**src/rtl/leb_pkg.sv**
```systemverilog
package leb_pkg;
    localparam int LEB_GRP_W = 7;
    localparam int LEB_FLAG  = 7;

    typedef enum logic {
        ENC_IDLE,
        ENC_EMIT
    } enc_mode_e;

    function automatic int leb_groups(input int width);
        return (width + LEB_GRP_W - 1) / LEB_GRP_W;
    endfunction
endpackage

```
**src/rtl/leb_demux.sv**
```systemverilog
module leb_demux
    import leb_pkg::*;
#(
    parameter int NB    = 5,
    parameter int CNT_W = 3
) (
    input  logic [CNT_W-1:0]        sel,
    input  logic [LEB_GRP_W-1:0]    grp,
    output logic [NB*LEB_GRP_W-1:0] placed
);
    // one fixed slot per byte position; the counter picks which slot is written
    for (genvar g = 0; g < NB; g++) begin : g_slot
        assign placed[g*LEB_GRP_W +: LEB_GRP_W] = (sel == CNT_W'(g)) ? grp : '0;
    end
endmodule

```
**src/rtl/leb_decoder.sv**
```systemverilog
module leb_decoder
    import leb_pkg::*;
#(
    parameter int DATA_W = 32,
    parameter bit SIGNED = 1'b0
) (
    input  logic              clk,
    input  logic              rst_n,
    input  logic              in_valid,
    input  logic [7:0]        in_byte,
    input  logic              in_is_float,
    output logic              dec_done,
    output logic [DATA_W-1:0] dec_value,
    output logic              dec_is_float,
    output logic              dec_err
);
    localparam int NB        = leb_groups(DATA_W);
    localparam int ACC_W     = NB * LEB_GRP_W;
    localparam int CNT_W     = $clog2(NB + 1);
    localparam int LAST_USED = DATA_W - LEB_GRP_W * (NB - 1);
    localparam logic [LEB_GRP_W-1:0] HI_MASK = LEB_GRP_W'(7'h7F << LAST_USED);

    typedef struct packed {
        logic [CNT_W-1:0]  cnt;
        logic [ACC_W-1:0]  acc;
        logic              flt;
        logic              done;
        logic              err;
        logic [DATA_W-1:0] val;
        logic              vflt;
    } dec_st_t;

    dec_st_t s_d, s_q;

    logic [ACC_W-1:0]     placed;
    logic [ACC_W-1:0]     acc_new;
    logic [ACC_W-1:0]     ext;
    logic [LEB_GRP_W-1:0] hi_bits;
    logic                 flt_cur;
    logic                 sgn_int;
    logic                 last_slot;
    logic                 oversize;
    logic                 bad;

    leb_demux #(.NB(NB), .CNT_W(CNT_W)) u_demux (
        .sel    (s_q.cnt),
        .grp    (in_byte[LEB_GRP_W-1:0]),
        .placed (placed)
    );

    always_comb begin
        s_d       = s_q;
        s_d.done  = 1'b0;
        s_d.err   = 1'b0;
        acc_new   = s_q.acc | placed;
        flt_cur   = (s_q.cnt == '0) ? in_is_float : s_q.flt;
        sgn_int   = SIGNED && !flt_cur;
        last_slot = (s_q.cnt == CNT_W'(NB - 1));
        hi_bits   = in_byte[LEB_GRP_W-1:0] & HI_MASK;
        if (sgn_int && in_byte[LAST_USED-1]) begin
            oversize = (hi_bits != HI_MASK);
        end else begin
            oversize = (hi_bits != '0);
        end
        bad = last_slot && (in_byte[LEB_FLAG] || oversize);
        ext = acc_new;
        if (sgn_int && in_byte[LEB_GRP_W-1] && !last_slot) begin
            ext = acc_new | ({ACC_W{1'b1}} << (LEB_GRP_W * (int'(s_q.cnt) + 1)));
        end
        if (in_valid) begin
            if (bad) begin
                s_d.err = 1'b1;
                s_d.cnt = '0;
                s_d.acc = '0;
            end else if (!in_byte[LEB_FLAG]) begin
                s_d.done = 1'b1;
                s_d.val  = ext[DATA_W-1:0];
                s_d.vflt = flt_cur;
                s_d.cnt  = '0;
                s_d.acc  = '0;
            end else begin
                s_d.cnt = s_q.cnt + CNT_W'(1);
                s_d.acc = acc_new;
                s_d.flt = flt_cur;
            end
        end
    end

    always_ff @(posedge clk) begin
        if (!rst_n) begin
            s_q <= '0;
        end else begin
            s_q <= s_d;
        end
    end

    assign dec_done     = s_q.done;
    assign dec_err      = s_q.err;
    assign dec_value    = s_q.val;
    assign dec_is_float = s_q.vflt;
endmodule

```
**src/rtl/leb_encoder.sv**
```systemverilog
module leb_encoder
    import leb_pkg::*;
#(
    parameter int DATA_W = 32,
    parameter bit SIGNED = 1'b0
) (
    input  logic              clk,
    input  logic              rst_n,
    input  logic              enc_valid,
    input  logic [DATA_W-1:0] enc_word,
    input  logic              enc_is_float,
    output logic              enc_ready,
    output logic              out_valid,
    output logic [7:0]        out_byte,
    input  logic              out_ready
);
    typedef struct packed {
        enc_mode_e         mode;
        logic [DATA_W-1:0] word;
        logic              sgn;
    } enc_st_t;

    enc_st_t s_d, s_q;

    logic signed [DATA_W-1:0] w_s;
    logic signed [DATA_W-1:0] rest_a;
    logic        [DATA_W-1:0] rest_l;
    logic        [DATA_W-1:0] rest;
    logic                     more;

    always_comb begin
        w_s    = s_q.word;
        rest_a = w_s >>> LEB_GRP_W;
        rest_l = s_q.word >> LEB_GRP_W;
        rest   = s_q.sgn ? rest_a : rest_l;
        if (s_q.sgn) begin
            more = !(((rest == '0) && !s_q.word[LEB_GRP_W-1]) ||
                     ((&rest) && s_q.word[LEB_GRP_W-1]));
        end else begin
            more = |rest;
        end

        s_d = s_q;
        case (s_q.mode)
            ENC_IDLE: begin
                if (enc_valid) begin
                    s_d.mode = ENC_EMIT;
                    s_d.word = enc_word;
                    s_d.sgn  = SIGNED && !enc_is_float;
                end
            end
            ENC_EMIT: begin
                if (out_ready) begin
                    if (more) begin
                        s_d.word = rest;
                    end else begin
                        s_d.mode = ENC_IDLE;
                    end
                end
            end
            default: s_d.mode = ENC_IDLE;
        endcase
    end

    always_ff @(posedge clk) begin
        if (!rst_n) begin
            s_q <= '{mode: ENC_IDLE, word: '0, sgn: 1'b0};
        end else begin
            s_q <= s_d;
        end
    end

    assign enc_ready = (s_q.mode == ENC_IDLE);
    assign out_valid = (s_q.mode == ENC_EMIT);
    assign out_byte  = {more, s_q.word[LEB_GRP_W-1:0]};
endmodule

```
**src/rtl/leb_codec.sv**
```systemverilog
module leb_codec
    import leb_pkg::*;
#(
    parameter int DATA_W = 32,
    parameter bit SIGNED = 1'b0
) (
    input  logic              clk,
    input  logic              rst_n,
    input  logic              in_valid,
    input  logic [7:0]        in_byte,
    input  logic              in_is_float,
    output logic              dec_done,
    output logic [DATA_W-1:0] dec_value,
    output logic              dec_is_float,
    output logic              dec_err,
    input  logic              enc_valid,
    input  logic [DATA_W-1:0] enc_word,
    input  logic              enc_is_float,
    output logic              enc_ready,
    output logic              out_valid,
    output logic [7:0]        out_byte,
    input  logic              out_ready
);
    leb_decoder #(.DATA_W(DATA_W), .SIGNED(SIGNED)) u_dec (
        .clk          (clk),
        .rst_n        (rst_n),
        .in_valid     (in_valid),
        .in_byte      (in_byte),
        .in_is_float  (in_is_float),
        .dec_done     (dec_done),
        .dec_value    (dec_value),
        .dec_is_float (dec_is_float),
        .dec_err      (dec_err)
    );

    leb_encoder #(.DATA_W(DATA_W), .SIGNED(SIGNED)) u_enc (
        .clk          (clk),
        .rst_n        (rst_n),
        .enc_valid    (enc_valid),
        .enc_word     (enc_word),
        .enc_is_float (enc_is_float),
        .enc_ready    (enc_ready),
        .out_valid    (out_valid),
        .out_byte     (out_byte),
        .out_ready    (out_ready)
    );
endmodule

```
**config.mk**
```make
export PLATFORM = sky130hd
export DESIGN_NAME = leb_codec
export DESIGN_NICKNAME = d
export VERILOG_FILES = /design/src/rtl/leb_pkg.sv /design/src/rtl/leb_demux.sv /design/src/rtl/leb_decoder.sv /design/src/rtl/leb_encoder.sv /design/src/rtl/leb_codec.sv
export SDC_FILE = /design/constraint.sdc
export NUM_CORES = 1
export LEC_CHECK = 0
export BUFFER_PORTS_ARGS = -buffer_cell sky130_fd_sc_hd__buf_4
export CAP_MARGIN = 15
export CORE_UTILIZATION = 50
export CTS_CLUSTER_SIZE = 20
export DETAILED_ROUTE_END_ITERATION = 10
export GPL_TIMING_DRIVEN = 0
export PLACE_DENSITY = 0.75
export SLEW_MARGIN = 20
export SYNTH_ARGS = -nofsm -noshare
export SYNTH_HDL_FRONTEND = slang
export SYNTH_HIERARCHICAL = 1
export SYNTH_SLANG_ARGS = --single-unit
```
**constraint.sdc**
```tcl
create_clock -name clk -period 1.65 [get_ports clk]
set_input_delay 0.33 -clock clk [delete_from_list [all_inputs] [get_ports clk]]
set_output_delay 0.33 -clock clk [all_outputs]
set_load 0.01 [all_outputs]
```
==> flow_summary.toml <==
[final_layout]
final_cell_mix = "buf_4 (134), dfxtp_1 (96), a21oi_1 (76)"
seq_area_um2 = 2100
layout-drive-gt1-share_pct = 40.3
n_antenna_cell = 0
multi_input_area_um2 = 2450
fillerInstances = 831
post-route-cell-area_um2 = 6260
fin_nets = 686
area_growth_pct = 25.3
layout_commonest_cell = "buf_4"

[clock_tree]
cts_sinks = 104
clk_path_buf_depth = 2
cts-root-buf = "clkbuf_8"
numCtsBuffers = 9
path_clk_slew_ns = 0.10
clk_latency_ns = 0.36
cts_tree = "done"
cts.htree.levels = 3
holdBufCountCts = 0

[die]
fp.dieH_um = 102
initial_utilization_pct = 51.4
dieArea_um2 = 10400
core_region_area_um2 = 9730
fp-row-count = 36
pin_count = 92
die_w_um = 102

[critical_path]
path_class = "flip-flop to output pin"
cp_num_buf_inv = 1
crit_arrival_ns = 1.75
critPathRequiredTime_ns = 1.32
reg2reg_depth = 6
cp_top_family = "simple AND/OR/NAND/NOR gates"
max_stage_delay_ns = 0.42
slowest_stage = "or3b_4"
path_depth = 4
reg2reg_from = "u_enc/w_s[20]"
r2r_end = "u_enc/w_s[3]"
worstPathMaxFanout = 2
cp-start-kind = "flip-flop"
end_kind = "output pin"
r2r_setup_slack_ns = -0.10
crit_chain = "nor4_4 -> nand4_2 -> or3b_4 -> buf_6"

[timing]
setup-violations-final = 8
fin_crit_sh_pct = 126
tns_ns = -0.928
min_period_ns = 2.08
max_freq_mhz = 482
finalClockSkew_ns = 0.0141
maxSlewHeadroom_pct = 47.0
tightest_slew_ns = 0.796
finalWorstSetupSlack_ns = -0.426
slew_violations = 0
rsz0062_at_grt = "true"
finalHoldViolCount = 0
whs_ns = 0.191

[place]
gp_congestion = 0.945
place_area_um2 = 5840
post-place-ws_ns = -0.247
io_buffers = 90
dp_hpwl_mm = 8.89

[pwr]
p_sw_share_pct = 25.6
p_clk_share_pct = 34.7
power_density_nw_per_um2 = 898
seqPwrFrac_pct = 48.5
p_comb_share_pct = 16.8
leakagePower_nw = 2.46
p_sw_mw = 1.44
irDropWorstVdd_mv = 0.550
total_power_mw = 5.62
power.internal_mw = 4.18

[detailed_routing]
detail_route.wl_per_cell_um = 16.4
drt_iter0_drc = 241
vias = 4336
antenna_left = 0
totalWireLength_mm = 12.7
first_pass_iters = 5
drcViolationCount = 0
via_per_inst = 5.59

[yosys]
syn_avg_cell_area_um2 = 9.48
synth_warnings = 6
netlist_instances = 527
synth_nets = 576
synth_area_um2 = 5000

[global_routing]
first_global_vias = 3946
track_usage_pct = 24.6
antenna_found_initial = 0
overflow = 0
grt_first_pass_wirelength_mm = 19.7
grt_max_degree = 17

[flow_run]
maxCapViolCount = 0

[run_status]
violations = "setup timing"
status = "finished, violations left"

[hold_path]
hold_class = "input port to flip-flop"
min_to = "u_enc/w_s[31]"
worstHoldStart = "enc_word[31]"
hold_path_depth = 3
[power groups by stage]
stage | registers (mW) | logic (mW) | clock network (mW)
floorplan | 2.76 | 0.550 | 0
global placement | 2.77 | 0.860 | 0
detailed placement | 2.77 | 0.877 | 0
CTS | 2.72 | 0.912 | 1.97
global route | 2.74 | 1.02 | 2.08
finish | 2.73 | 0.944 | 1.95
[tightest hold or removal path, stage by stage]
cell and delay (ns):
buf_4 0.08, nand3_1 0.06, o21ai_0 0.06
[metal layers]
layer	global-route usage, %	vias up	wire length, µm
li1	-	2086	-
met1	34.3	2076	5860
met2	37.6	143	5940
met3	3.83	31	629
met4	10.8	0	291
met5	0	-	0
[how the worst max path moves through the flow]
stage,start,end,slack (ns)
global placement,u_enc/w_s[17],out_byte[7],-0.25
global route,u_enc/w_s[20],out_byte[7],-0.48
detailed placement,u_enc/w_s[17],out_byte[7],-0.25
finish,u_enc/w_s[20],out_byte[7],-0.43
floorplan,u_enc/w_s[23],out_byte[7],0.02
CTS,u_enc/w_s[20],out_byte[7],-0.42
[metrics by stage]
stage	cells	util (%)
2_1_floorplan	527	-
3_3_place_gp	750	60.0
3_5_place_dp	750	60.0
4_1_cts	769	63.4
5_1_grt	775	64.4
6_report	775	64.4
[flip-flops by register name, indices dropped and copies added, names as in the netlist]
signal,count
u_enc/w_s,32
u_dec/dec_is_float,1
u_enc/out_valid,1
u_dec/s_q,36
u_dec/dec_value,32
u_dec/dec_done,1
u_dec/dec_err,1
[timing repair]
action | CTS | global route
gates resized for setup | 17 | 19
pin swaps | 5 | 8
setup endpoints to repair | 68 | 56
setup buffers | 4 | 6
[layout make-up]
cell class                 count  area share (%)
clock buffer                  11            2.42
timing repair buffer         100            12.0
inverter                       5           0.300
multi-input combinational    342            39.1
tap                          133            2.66
sequential                   104            33.5
buffer                        75            8.39
clock inverter                 5            1.64
Note: power is estimated with default switching activity, not from simulation.
